$ cat src/rtl/entref_pkg.sv
// Shared encodings for the entropy refresh controller.
// Assumes a 2-bit mode field and a 2-bit error code seen at the ports.
package entref_pkg;
    typedef enum logic [1:0] {
        MODE_SW  = 2'b01,
        MODE_EXT = 2'b10
    } ent_mode_e;

    typedef enum logic [1:0] {
        ERR_NONE     = 2'd0,
        ERR_TIMEOUT  = 2'd1,
        ERR_BAD_MODE = 2'd2,
        ERR_NO_READY = 2'd3
    } ent_err_e;

    typedef enum logic [1:0] {
        ST_IDLE = 2'd0,
        ST_WAIT = 2'd1,
        ST_ERR  = 2'd2
    } ent_state_e;
endpackage

$ cat src/rtl/entref_hash_counter.sv
// Counts completed hash operations and flags a refresh when the count
// reaches a non-zero threshold. Saturates at all-ones. Held at zero
// while masking is off. Assumes op_done_i is a single-cycle pulse.
module entref_hash_counter #(
    parameter int CNT_W = 8
) (
    input  logic             clk,
    input  logic             rst_n,
    input  logic             mask_en_i,
    input  logic             op_done_i,
    input  logic             clr_i,
    input  logic [CNT_W-1:0] threshold_i,
    output logic [CNT_W-1:0] cnt_o,
    output logic             hit_o
);
    localparam logic [CNT_W-1:0] CntMax = {CNT_W{1'b1}};

    logic [CNT_W-1:0] cnt_q;
    logic [CNT_W:0]   cnt_inc;

    // Wide increment and threshold comparison for this operation.
    always_comb begin
        cnt_inc = {1'b0, cnt_q} + 1'b1;
        hit_o   = mask_en_i && op_done_i && !clr_i && (threshold_i != '0)
                  && (cnt_inc >= {1'b0, threshold_i});
    end

    // Count register: clear, refresh restart, or saturating increment.
    always_ff @(posedge clk) begin
        if (!rst_n || !mask_en_i || clr_i || hit_o) begin
            cnt_q <= '0;
        end else if (op_done_i && cnt_q != CntMax) begin
            cnt_q <= cnt_inc[CNT_W-1:0];
        end
    end

    assign cnt_o = mask_en_i ? cnt_q : '0;
endmodule

$ cat src/rtl/entref_wait_timer.sv
// Prescaled timeout timer. While run_i is high the prescaler counts
// 0..prescale_i and each wrap is one tick. Ticks are counted up to
// limit_i, where the count stops and expired_o stays high. A limit of
// zero never expires. Both counters clear when run_i is low.
module entref_wait_timer #(
    parameter int PRE_W  = 8,
    parameter int WAIT_W = 8
) (
    input  logic              clk,
    input  logic              rst_n,
    input  logic              run_i,
    input  logic [PRE_W-1:0]  prescale_i,
    input  logic [WAIT_W-1:0] limit_i,
    output logic              expired_o
);
    logic [PRE_W-1:0]  pre_q;
    logic [WAIT_W-1:0] wait_q;
    logic              tick;

    // Tick when the prescaler reaches its terminal value.
    always_comb tick = (pre_q == prescale_i);

    // Prescaler register.
    always_ff @(posedge clk) begin
        if (!rst_n || !run_i || tick) pre_q <= '0;
        else                          pre_q <= pre_q + 1'b1;
    end

    // Tick counter that stops at the limit.
    always_ff @(posedge clk) begin
        if (!rst_n || !run_i)                 wait_q <= '0;
        else if (tick && wait_q != limit_i)   wait_q <= wait_q + 1'b1;
    end

    assign expired_o = run_i && (limit_i != '0) && (wait_q == limit_i);
endmodule

$ cat src/rtl/entropy_refresh_ctrl.sv
// Entropy refresh and timeout controller. Collects refresh triggers
// (threshold hit or software command), checks the mode, runs the
// source handshake under a timeout and reports errors until they are
// acknowledged. Assumes all command inputs are single-cycle pulses.
module entropy_refresh_ctrl
    import entref_pkg::*;
#(
    parameter int CNT_W  = 8,
    parameter int PRE_W  = 8,
    parameter int WAIT_W = 8,
    parameter int DATA_W = 32
) (
    input  logic              clk,
    input  logic              rst_n,
    input  logic              mask_en_i,
    input  logic [1:0]        mode_i,
    input  logic              ready_cfg_i,
    input  logic [CNT_W-1:0]  threshold_i,
    input  logic [PRE_W-1:0]  prescale_i,
    input  logic [WAIT_W-1:0] wait_limit_i,
    input  logic              op_start_i,
    input  logic              op_done_i,
    input  logic              sw_req_i,
    input  logic              sw_clr_i,
    input  logic              err_processed_i,
    output logic              src_req_o,
    input  logic              src_ack_i,
    input  logic [DATA_W-1:0] src_data_i,
    output logic [DATA_W-1:0] seed_o,
    output logic              seed_valid_o,
    output logic [CNT_W-1:0]  hash_cnt_o,
    output logic [1:0]        err_code_o,
    output logic              err_pulse_o
);
    ent_state_e state_q;
    ent_err_e   err_q;
    logic       hit, expired, trigger, mode_ext, mode_sw, missing_ready;

    entref_hash_counter #(.CNT_W(CNT_W)) u_cnt (
        .clk         (clk),
        .rst_n       (rst_n),
        .mask_en_i   (mask_en_i),
        .op_done_i   (op_done_i),
        .clr_i       (sw_clr_i),
        .threshold_i (threshold_i),
        .cnt_o       (hash_cnt_o),
        .hit_o       (hit)
    );

    entref_wait_timer #(.PRE_W(PRE_W), .WAIT_W(WAIT_W)) u_timer (
        .clk        (clk),
        .rst_n      (rst_n),
        .run_i      (state_q == ST_WAIT),
        .prescale_i (prescale_i),
        .limit_i    (wait_limit_i),
        .expired_o  (expired)
    );

    // Decode mode and fetch conditions.
    always_comb begin
        mode_ext      = (mode_i == MODE_EXT);
        mode_sw       = (mode_i == MODE_SW);
        trigger       = mask_en_i && (sw_req_i || hit);
        missing_ready = op_start_i && mask_en_i && mode_ext && !ready_cfg_i;
    end

    // Control state, error code and error pulse.
    always_ff @(posedge clk) begin
        if (!rst_n) begin
            state_q     <= ST_IDLE;
            err_q       <= ERR_NONE;
            err_pulse_o <= 1'b0;
        end else begin
            err_pulse_o <= 1'b0;
            case (state_q)
                ST_IDLE: begin
                    if (missing_ready) begin
                        state_q     <= ST_ERR;
                        err_q       <= ERR_NO_READY;
                        err_pulse_o <= 1'b1;
                    end else if (trigger && !mode_ext && !mode_sw) begin
                        state_q     <= ST_ERR;
                        err_q       <= ERR_BAD_MODE;
                        err_pulse_o <= 1'b1;
                    end else if (trigger && mode_ext) begin
                        state_q <= ST_WAIT;
                    end
                end
                ST_WAIT: begin
                    if (src_ack_i) begin
                        state_q <= ST_IDLE;
                    end else if (expired && mask_en_i && mode_ext) begin
                        state_q     <= ST_ERR;
                        err_q       <= ERR_TIMEOUT;
                        err_pulse_o <= 1'b1;
                    end
                end
                default: begin
                    if (err_processed_i) begin
                        state_q <= ST_IDLE;
                        err_q   <= ERR_NONE;
                    end
                end
            endcase
        end
    end

    // Capture the entropy word on a completed handshake.
    always_ff @(posedge clk) begin
        if (!rst_n) begin
            seed_o       <= '0;
            seed_valid_o <= 1'b0;
        end else begin
            seed_valid_o <= (state_q == ST_WAIT) && src_ack_i;
            if ((state_q == ST_WAIT) && src_ack_i) seed_o <= src_data_i;
        end
    end

    assign src_req_o  = (state_q == ST_WAIT);
    assign err_code_o = err_q;
endmodule

$ cat config.mk
export PLATFORM = sky130hd
export DESIGN_NAME = entropy_refresh_ctrl
export DESIGN_NICKNAME = d
export VERILOG_FILES = /design/src/rtl/entref_pkg.sv /design/src/rtl/entref_hash_counter.sv /design/src/rtl/entref_wait_timer.sv /design/src/rtl/entropy_refresh_ctrl.sv
export SDC_FILE = /design/constraint.sdc
export NUM_CORES = 1
export LEC_CHECK = 0
export BUFFER_PORTS_ARGS = -buffer_cell sky130_fd_sc_hd__buf_2
export CAP_MARGIN = 20
export CORE_MARGIN = 1.5
export CORE_UTILIZATION = 55
export CTS_BUF_LIST = sky130_fd_sc_hd__clkbuf_8
export DETAILED_ROUTE_END_ITERATION = 10
export MAX_ROUTING_LAYER = met4
export PLACE_DENSITY = 0.88
export SLEW_MARGIN = 20
export SYNTH_ARGS = -nofsm -noshare
export SYNTH_HDL_FRONTEND = slang
export SYNTH_SLANG_ARGS = --single-unit
$ cat constraint.sdc
create_clock -name clk -period 4.2 [get_ports clk]
set_input_delay 0.42 -clock clk [delete_from_list [all_inputs] [get_ports clk]]
set_output_delay 0.42 -clock clk [all_outputs]
set_load 0.02 [all_outputs]
==> results of run 1 <==
logic make-up (layout without fill, tap and decap cells):
logic type,after synthesis,count (layout)
simple gates,169,169
flops,62,62
compound gates,55,55
xor+xnor,41,41
buf+inv,23,137
fa+ha+maj,11,11
mux,3,3
per-stage QoR:
step	cell area (um2)	instances	setup slack [ns]
global route	3881	550	1.087
floorplan	3102	364	1.590
finish	3881	550	1.311
detailed placement	3684	535	1.359
CTS	3880	550	1.323
global placement	3684	535	1.477
where the power goes:
part	internal, uW	total [uW]	leakage (uW)	switching, uW
logic	65.0	152	0.00118	86.7
clock network	288	520	0.0000948	233
registers	603	613	0.000501	9.48
total	956	1280	0.00177	329
sequential cells by signal, indices dropped and copies added (netlist names):
register	flops
err_pulse_o	1
u_cnt.cnt_q	8
u_timer.pre_q	8
u_timer.wait_q	8
seed_valid_o	1
err_code_o	2
seed_o	32
state_q	2
worst max path at each step:
stage | slack [ns] | endpoint
2_1_floorplan | 1.59 | err_code_o[0]
3_5_place_dp | 1.36 | err_code_o[0]
5_1_grt | 1.09 | u_cnt.cnt_q[6]
4_1_cts | 1.32 | err_code_o[0]
6_report | 1.31 | err_code_o[0]
3_3_place_gp | 1.48 | err_code_o[0]
metal layers:
metal / vias to the layer above / GRT usage (%) / share of wire (%)
li1: 1440 / - / -
met1: 1357 / 28.92 / 44
met2: 101 / 41.13 / 49
met3: 12 / 5.000 / 5.6
met4: 0 / 11.25 / 1.9
met5: - / - / 0
tightest hold or removal path: cells and delay by family:
kind | cells | cell delay (ns)
AO/OA/AOI/OAI | 1 | 0.06
AND/OR/NAND/NOR | 1 | 0.04
buffers and inverters | 1 | 0.10
placed cells by master, fill, tap and decap left out, types with 2 or more instances in the layout:
cell type | netlist | layout
a21boi_0 | 33 | 33
a21o_1 | 2 | 2
a21oi_1 | 9 | 9
and2_1 | 9 | 8
and2_2 | 4 | 5
and2b_2 | 3 | 3
and3_1 | 4 | 4
and3_2 | 2 | 2
buf_2 | 3 | 112
clkbuf_8 | 1 | 10
clkinvlp_4 | 0 | 2
dfxtp_1 | 62 | 62
ha_1 | 11 | 11
inv_1 | 10 | 10
mux2i_1 | 3 | 3
nand2_1 | 81 | 81
nand2b_1 | 2 | 2
nand3_1 | 13 | 13
nand4_1 | 6 | 6
nor2_1 | 29 | 29
nor4_1 | 6 | 6
o21ai_0 | 2 | 2
xnor2_1 | 20 | 20
xor2_1 | 21 | 21
layout make-up:
type,count,area share [%]
Multi-Input combinational cell,279,45.23
Sequential cell,62,31.98
Timing Repair Buffer,112,14.44
Clock buffer,10,3.546
Tap cell,72,2.321
Clock inverter,5,1.515
Inverter,10,0.9671
==> qor.csv, run 1 <==
stage;metric;value;unit
run_status;outcome;finished, final reports clean;
yosys;xor/xnor share of the synthesized area;11.58;%
pwr;power density over the cells;331.0;nW/um2
final_layout;share of cells above drive strength 1;30.33;%
critical_path;CP max FO;5;
global_routing;largest net degree at the start of global routing;41;
final_layout;Area growth, synth to finish;25.13;%
min_path;Tightest Hold Check Type;input pin to flip-flop;
yosys;Post-synth EDFFs;0;
yosys;most common cell in the netlist;nand2_1;
pwr;total power;1285;uW
critical_path;slowest cell delay on critical path;0.35;ns
yosys;Cell variety after synth;45;
die;num rows;27;
critical_path;Worst R2R Start;u_cnt.cnt_q[0];
critical_path;CP delay by family, top;compound AO/OA/AOI/OAI gates;
critical_path;crit-path cells;ha_1 > and3_1 > and3_2 > xor2_1 > ha_1 > and3_2 > nand3_1 > a21oi_1 > o211ai_2 > o22a_4 > a221oi_2 > mux2i_1;
route;Residual DRC;0;
critical_path;Critical Path RT;4.46;ns
timing;Slew headroom;31.33;%
clocking;buffer depth of the longest clock path;2;
pwr;LEAKAGE;0.001773;uW
die;Die Y;78.10;um
timing;Max Clock Freq;0.3461;GHz
yosys;largest family of logic cells by synthesized area;simple AND/OR/NAND/NOR gates;
clocking;Gates resized, CTS repair;0;
global_routing;first-pass GRT wire length;11670;um
yosys;mux share of post-synthesis cell area;0.9681;%
yosys;Synth Area in Simple Gates;26.10;%
yosys;top cells by area, synth;dfxtp_1 (40%), nand2_1 (9.8%), a21boi_0 (8.0%), xor2_1 (5.9%), xnor2_1 (5.6%);
clocking;clock insertion delay at the later pin of the skew report;0.33;ns
placed_design;DP HPWL;5291;um
min_path;WHS Endpoint;seed_o[22];
min_path;hold_sp;src_data_i[22];
timing;Slew @ Worst Pin;1.028;ns
route;vias per cell;5.291;
timing;Worst Skew;0.008399;ns
timing;Worst Hold Slack;0.3289;ns
critical_path;path depth of the worst reg2reg path;12;
critical_path;Worst setup EP type;flip-flop;
pwr;worst vdd rail ir drop;0.2212;mV
clocking;H-tree Lvls;3;
route;Via Count;2910;
critical_path;crit path DAT;3.15;ns
timing;RSZ-0062 raised after global routing;no;
yosys;area leader, netlist;dfxtp_1;
timing;period utilization;68.79;%
yosys;Post-synth top cells;nand2_1 (81), dfxtp_1 (62), a21boi_0 (33);
die;die area;6099;um2
clocking;clock sink count;62;
yosys;post-synth design cell area;3102;um2
critical_path;Worst R2R End;err_code_o[0];
route;1st-pass router iterations;4;
critical_path;R2R Setup Slk;1.31;ns
die;Core Footprint;5473;um2
yosys;Mapped Cells;364;
critical_path;crit path launch;u_cnt.cnt_q[0];
clocking;CTS Buf Count;9;
timing;final setup fails;0;
yosys;sequential share of the synthesized area;40.02;%
timing;final hold viol count;0;
final_layout;area of the multi-input gates;1755;um2
yosys;Async SR Flop Fraction;0;%
global_routing;Total GRT Usage;24.75;%
final_layout;fill cell count;445;
yosys;Synth Area in Adders;4.437;%
min_path;Cells on Worst Hold Path;3;
final_layout;area occupied by registers;1241;um2
global_routing;vias in the first global route;2637;
critical_path;Critical Path Stages;12;
clocking;# Post-CTS Setup Buffers;0;
die;initial core utilization;56.68;%
yosys;Top FF cell, synth;dfxtp_1;
clocking;CTS tree;done;
clocking;Hold-fix buffers, CTS;0;
placed_design;number of port buffers;112;
clocking;clk slew on worst S/H paths;0.07;ns
job;max cap viols;0;
final_layout;n_diodes;0;
route;Routed wire per std cell;13.00;um
yosys;#FFs+latches synth;62;
global_routing;initial antenna violation count;0;
critical_path;slowest CP cell;dfxtp_1;
die;DIE WIDTH;78.10;um
yosys;Compound-Gate Fraction of Synth Area;13.47;%
yosys;Avg Cell Area, Syn;8.521;um2
yosys;Post-Syn Nets;443;
final_layout;final core occ;70.92;%
clocking;CTS Root Cell;clkbuf_8;
timing;Final Max Tran Viols;0;
yosys;Yosys top cell area share;40.02;%
timing;post-route setup TNS;0;ns
critical_path;Setup crit start kind;flip-flop;
route;Total Wirelength;7148;um
global_routing;Overflow after GRT;0;
route;antenna-violating nets left;0;
critical_path;CP bufs+invs;0;
final_layout;fin nets;553;
die;Boundary Pins;113;
timing;fin crit period;2.889;ns
critical_path;Crit Path Category;flip-flop to flip-flop;
yosys;Yosys warning count;0;
route;Iter 0 DRT Violations;95;
placed_design;routability cong.;0.8994;
Power figures use the tool's default switching activity.
==> inputs of run 2 (changes only) <==
--- a/config.mk
+++ b/config.mk
@@ -8,11 +8,11 @@
 export BUFFER_PORTS_ARGS = -buffer_cell sky130_fd_sc_hd__buf_2
 export CAP_MARGIN = 20
 export CORE_MARGIN = 1.5
-export CORE_UTILIZATION = 55
+export CORE_UTILIZATION = 51
 export CTS_BUF_LIST = sky130_fd_sc_hd__clkbuf_8
 export DETAILED_ROUTE_END_ITERATION = 10
 export MAX_ROUTING_LAYER = met4
-export PLACE_DENSITY = 0.88
+export PLACE_DENSITY = 0.82
 export SLEW_MARGIN = 20
 export SYNTH_ARGS = -nofsm -noshare
 export SYNTH_HDL_FRONTEND = slang
==> constraint.sdc (replaced) <==
create_clock -name clk -period 2.9 [get_ports clk]
set_input_delay 0.29 -clock clk [delete_from_list [all_inputs] [get_ports clk]]
set_output_delay 0.29 -clock clk [all_outputs]
set_load 0.02 [all_outputs]
==> run 2 against run 1 <==
  * Clock power up 18%
  * Sequential share of layout area is 0.15 points lower
  * Maximum frequency is 7.1% higher
  * Non-clock buffer count up 3
  * Highest routed layer unchanged
==> qor.csv, run 2 (synthesis gave the netlist of run 1 again) <==
stage;metric;value;unit
timing;final setup fails;0;
clocking;CTS Buf Count;9;
route;1st-pass router iterations;4;
timing;Final Max Tran Viols;0;
timing;post-route setup TNS;0;ns
clocking;Hold-fix buffers, CTS;0;
critical_path;Worst setup EP type;flip-flop;
global_routing;Overflow after GRT;0;
final_layout;n_diodes;0;
final_layout;Reg with most FFs;seed_o;
pwr;power density over the cells;439.9;nW/um2
route;Routed wire per std cell;12.52;um
route;antenna-violating nets left;0;
final_layout;max reg flops;32;
pwr;clock share of power;35.6;%
clocking;clock insertion delay at the later pin of the skew report;0.33;ns
min_path;Tightest Hold Check Type;input pin to flip-flop;
clocking;CTS tree;done;
final_layout;share of cells above drive strength 1;31.74;%
die;die area;6559;um2
global_routing;vias in the first global route;2602;
critical_path;CP max FO;5;
final_layout;most common cell after layout, fill and taps aside;buf_2;
timing;Max Clock Freq;0.3708;GHz
pwr;sw frac;26.40;%
job;max cap viols;0;
clocking;H-tree Lvls;3;
pwr;worst vdd rail ir drop;0.3179;mV
timing;final hold viol count;0;
die;Die Y;80.99;um
global_routing;initial antenna violation count;0;
die;DIE WIDTH;80.99;um
clocking;clock sink count;62;
final_layout;final core occ;66.58;%
pwr;Flop pwr share;51.5;%
timing;Slew @ Worst Pin;0.5823;ns
final_layout;fin nets;556;
run_status;outcome;finished, final reports clean;
final_layout;Area growth, synth to finish;26.34;%
route;Residual DRC;0;
critical_path;Critical Path RT;3.13;ns
timing;period utilization;92.99;%
placed_design;number of port buffers;112;
pwr;LEAKAGE;0.001792;uW
placed_design;routability cong.;0.8182;
die;Core Footprint;5886;um2
final_layout;most frequent cells in the layout;buf_2 (112), nand2_1 (81), dfxtp_1 (59), a21boi_0 (33), nor2_1 (28);
timing;fin crit period;2.697;ns
global_routing;largest net degree at the start of global routing;41;
die;initial core utilization;52.70;%
placed_design;dpl cells;541;
die;Boundary Pins;113;
clocking;buffer depth of the longest clock path;2;
timing;RSZ-0062 raised after global routing;no;
final_layout;non-filler cells in the finished layout;557;
route;Total Wirelength;6976;um
critical_path;crit path DAT;2.93;ns
pwr;Comb pwr share;13.0;%
route;vias per cell;5.050;
die;num rows;28;
pwr;internal power;1269;uW
clocking;CTS Root Cell;clkbuf_8;
critical_path;Crit Path Category;flip-flop to flip-flop;
clocking;# Post-CTS Setup Buffers;0;
critical_path;Setup crit start kind;flip-flop;
timing;Worst Skew;0.01118;ns
route;Iter 0 DRT Violations;81;
clocking;clk slew on worst S/H paths;0.07;ns
placed_design;DP HPWL;5104;um
timing;Slew headroom;61.18;%
route;Via Count;2813;
global_routing;first-pass GRT wire length;10850;um
global_routing;Total GRT Usage;21.92;%
pwr;Net Switching;455.1;uW
## run 2: cell count changes in the layout (fill, tap and decap cells not counted), sizes merged
cell	previous run	this run
clkinv	1	4
bufinv	1	0
clkinvlp	2	0
buf	112	115
clkbuf	10	9
inv	11	13
## run 2: worst paths after layout
kind         cells past startpoint            from    endpoint  slack, ns
min reg2reg                      2      seed_o[27]  seed_o[27]       0.46
max reg2reg                     12  u_cnt.cnt_q[0]  state_q[1]       0.20
min                              3  src_data_i[30]  seed_o[30]       0.20
max                             12  u_cnt.cnt_q[0]  state_q[1]       0.20
## run 2: worst max-delay path, stage by stage (launching register included)
cell and delay, ns:
dfxtp_4 0.37, ha_4 0.17, and3_1 0.21, and3_4 0.20, xor2_1 0.14, ha_1 0.31, and3_2 0.19, a21oi_1 0.15
nand3_2 0.10, o211ai_2 0.25, o22a_4 0.22, nor3_2 0.05, o2111a_1 0.24
## run 2: power by group through the flow
stage | clock [uW] | sequential, uW | combinational [uW]
2_1_floorplan | 0 | 929 | 107
3_3_place_gp | 0 | 905 | 215
3_5_place_dp | 0 | 906 | 220
4_1_cts | 633 | 887 | 221
5_1_grt | 671 | 889 | 247
6_report | 613 | 887 | 224
## run 2: timing repair
action	CTS	global route
endpoints found under the setup margin	0	13
resized for setup	0	12
hold endpoints to repair	0	0
## run 2: through the flow
step	power [uW]	setup slack [ns]	instance area, um2	hold slack (ns)
5_1_grt	1807	0.05373	3919	0.1902
2_1_floorplan	1036	0.2896	3102	0.4349
4_1_cts	1741	0.01187	3869	0.1891
3_5_place_dp	1126	0.04902	3710	0.4573
6_report	1724	0.2032	3919	0.1991
3_3_place_gp	1121	0.1672	3710	0.4483
## run 2: per-layer routing
metal  part of all wire (%)  routed length, um  track usage, %  up-vias
met5                      0                  0               -        -
met4                    1.9                131           8.793        0
met3                    6.6                463           6.404        9
met2                     48               3337           37.58       90
met1                     44               3044           23.72     1265
li1                       -                  -               -     1449
## run 2: layout make-up
cell class / count / area (um2)
Inverter: 10 / 37.54
Clock inverter: 7 / 35.03
Fill cell: 502 / 1967
Sequential cell: 62 / 1247
Timing Repair Buffer: 115 / 583.1
Tap cell: 75 / 93.84
Multi-Input combinational cell: 279 / 1798
Clock buffer: 9 / 123.9
==> inputs of run 3 (changes only) <==
--- a/config.mk
+++ b/config.mk
@@ -7,7 +7,7 @@
 export LEC_CHECK = 0
 export BUFFER_PORTS_ARGS = -buffer_cell sky130_fd_sc_hd__buf_2
 export CAP_MARGIN = 20
-export CORE_MARGIN = 1.5
+export CORE_ASPECT_RATIO = 0.6
 export CORE_UTILIZATION = 51
 export CTS_BUF_LIST = sky130_fd_sc_hd__clkbuf_8
 export DETAILED_ROUTE_END_ITERATION = 10
==> run 3 against run 2 <==
  * Combinational power barely moved
  * Maximum frequency shrank 3.3%
  * First-iteration DRC count rose by 19%
  * Flip-flop and latch count unchanged
  * Worst hold slack better by 0.013 ns
  * Non-clock buffer count unchanged
  * Clock power up 17%
  * Power grew 6.1%
  * Setup slack worse by 0.092 ns
  * Critical path depth did not move
  * Largest cell class unchanged
==> qor.csv, run 3 (synthesis gave the netlist of run 1 again) <==
stage;metric;value;unit
run_status;outcome;finished, final reports clean;
final_layout;max reg flops;32;
pwr;sw frac;25.65;%
critical_path;Worst R2R End;err_code_o[0];
critical_path;path depth of the worst reg2reg path;12;
placed_design;placed cell areas;3716;um2
min_path;hold_sp;src_data_i[15];
critical_path;crit-path cells;ha_2 > and3_1 > and3_2 > xor2_1 > ha_1 > and3_2 > nand3_1 > a21oi_2 > o211ai_4 > o22a_4 > a221oi_2 > mux2i_1;
timing;post-route setup TNS;0;ns
clocking;buffer depth of the longest clock path;2;
final_layout;final core occ;68.72;%
final_layout;n_diodes;0;
die;Die Y;62.41;um
timing;RSZ-0062 raised after global routing;no;
pwr;power density over the cells;464.8;nW/um2
clocking;CTS Buf Count;9;
die;DIE WIDTH;102.7;um
timing;Worst Hold Slack;0.2126;ns
min_path;Tightest Hold Check Type;input pin to flip-flop;
pwr;clock share of power;39.3;%
global_routing;Total GRT Usage;25.04;%
critical_path;Worst R2R Start;u_cnt.cnt_q[0];
min_path;WHS Endpoint;seed_o[15];
critical_path;most used cell along the critical path;and3_2;
timing;Final Max Tran Viols;0;
global_routing;initial antenna violation count;0;
final_layout;most common cell after layout, fill and taps aside;buf_2;
global_routing;vias in the first global route;2665;
clocking;# Post-CTS Setup Buffers;0;
clocking;CTS Root Cell;clkbuf_8;
route;vias per cell;5.078;
route;antenna-violating nets left;0;
critical_path;R2R Setup Slk;0.11;ns
critical_path;Crit Path Category;flip-flop to flip-flop;
timing;Slew @ Worst Pin;0.5878;ns
pwr;Comb pwr share;12.2;%
placed_design;dpl ws;0.05517;ns
critical_path;Critical Path RT;3.15;ns
job;max cap viols;0;
final_layout;fill cell count;482;
global_routing;Overflow after GRT;0;
route;Iter 0 DRT Violations;96;
critical_path;Worst setup EP type;flip-flop;
critical_path;CP bufs+invs;0;
die;die area;6408;um2
global_routing;GR Util met3;7.047;%
critical_path;CP max FO;5;
clocking;clk slew on worst S/H paths;0.07;ns
clocking;clock insertion delay at the later pin of the skew report;0.32;ns
final_layout;fin nets;556;
final_layout;most frequent cells in the layout;buf_2 (112), nand2_1 (81), dfxtp_1 (60), a21boi_0 (33), nor2_1 (28);
clocking;Hold-fix buffers, CTS;0;
final_layout;share of cells above drive strength 1;31.95;%
route;1st-pass router iterations;4;
critical_path;Setup crit start kind;flip-flop;
final_layout;area of the multi-input gates;1782;um2
pwr;LEAKAGE;0.001784;uW
timing;Slew headroom;60.82;%
final_layout;area occupied by registers;1244;um2
final_layout;Reg with most FFs;seed_o;
placed_design;routability cong.;0.8755;
route;Residual DRC;0;
route;Routed wire per std cell;12.78;um
final_layout;final instance area;3936;um2
min_path;Cells on Worst Hold Path;3;
timing;period utilization;96.15;%
timing;Worst Skew;0.008341;ns
timing;Final WS setup;0.1116;ns
critical_path;CP delay by family, top;compound AO/OA/AOI/OAI gates;
clocking;H-tree Lvls;3;
global_routing;GR Util met1;30.90;%
die;initial core utilization;54.15;%
die;Core Footprint;5728;um2
critical_path;slowest CP cell;dfxtp_2;
die;num rows;21;
pwr;internal power;1360;uW
timing;Max Clock Freq;0.3586;GHz
critical_path;crit path DAT;3.04;ns
final_layout;Area growth, synth to finish;26.91;%
timing;fin crit period;2.788;ns
die;Boundary Pins;113;
global_routing;most used routing layer;met2;
route;Total Wirelength;7180;um
pwr;worst vdd rail ir drop;0.3060;mV
global_routing;largest net degree at the start of global routing;41;
global_routing;first-pass GRT wire length;12100;um
placed_design;DP HPWL;5451;um
critical_path;slowest cell delay on critical path;0.35;ns
clocking;clock sink count;62;
timing;final setup fails;0;
global_routing;met2 usage in global routing;39.08;%
timing;final hold viol count;0;
pwr;Flop pwr share;48.5;%
clocking;CTS tree;done;
pwr;Net Switching;469.2;uW
clocking;Gates resized, CTS repair;0;
route;Via Count;2854;
placed_design;number of port buffers;112;
run 3: cell count changes in the layout (fill, tap and decap cells not counted), sizes merged:
cell      delta
inv          -2
clkinvlp     +3
clkinv       -2
bufinv       +1
run 3: layer usage:
layer  share of wire (%)  routed length, um
met5                   0                  0
met1                  46               3336
met4                0.88                 63
met2                  48               3420
met3                 5.0                360
run 3: final cells by class:
cell class / instances / area share [%]
Multi-Input combinational cell: 279 / 45.26
Inverter: 10 / 0.9536
Clock inverter: 7 / 1.685
Clock buffer: 9 / 3.147
Timing Repair Buffer: 115 / 14.81
Tap cell: 80 / 2.543
Sequential cell: 62 / 31.60
run 3: worst max path at each step:
| stage | from | end | slack (ns) | cells past startpoint |
|---|---|---|---|---|
| 2_1_floorplan | u_cnt.cnt_q[0] | err_code_o[0] | 0.29 | 12 |
| 3_3_place_gp | u_cnt.cnt_q[0] | err_code_o[0] | 0.17 | 12 |
| 3_5_place_dp | u_cnt.cnt_q[0] | err_code_o[0] | 0.06 | 12 |
| 4_1_cts | u_cnt.cnt_q[0] | err_code_o[0] | 0.03 | 12 |
| 5_1_grt | u_cnt.cnt_q[0] | err_code_o[0] | 0.02 | 12 |
| 6_report | u_cnt.cnt_q[0] | err_code_o[0] | 0.11 | 12 |
run 3: stage by stage:
step,std cells,total power [uW]
after floorplan,364,1036
after global placement,546,1122
after detailed placement,546,1129
after CTS,562,1847
after global routing,562,1919
final,562,1829
run 3: power groups by stage:
stage | logic [uW] | registers [uW] | clock network [uW]
after floorplan | 107 | 929 | 0
after global placement | 216 | 906 | 0
after detailed placement | 222 | 907 | 0
after CTS | 222 | 888 | 737
after global routing | 246 | 890 | 782
final | 223 | 888 | 719
run 3: worst min-delay path: stages:
cell      delay [ns]
buf_2           0.09
nand2_1         0.04
a21boi_0        0.06
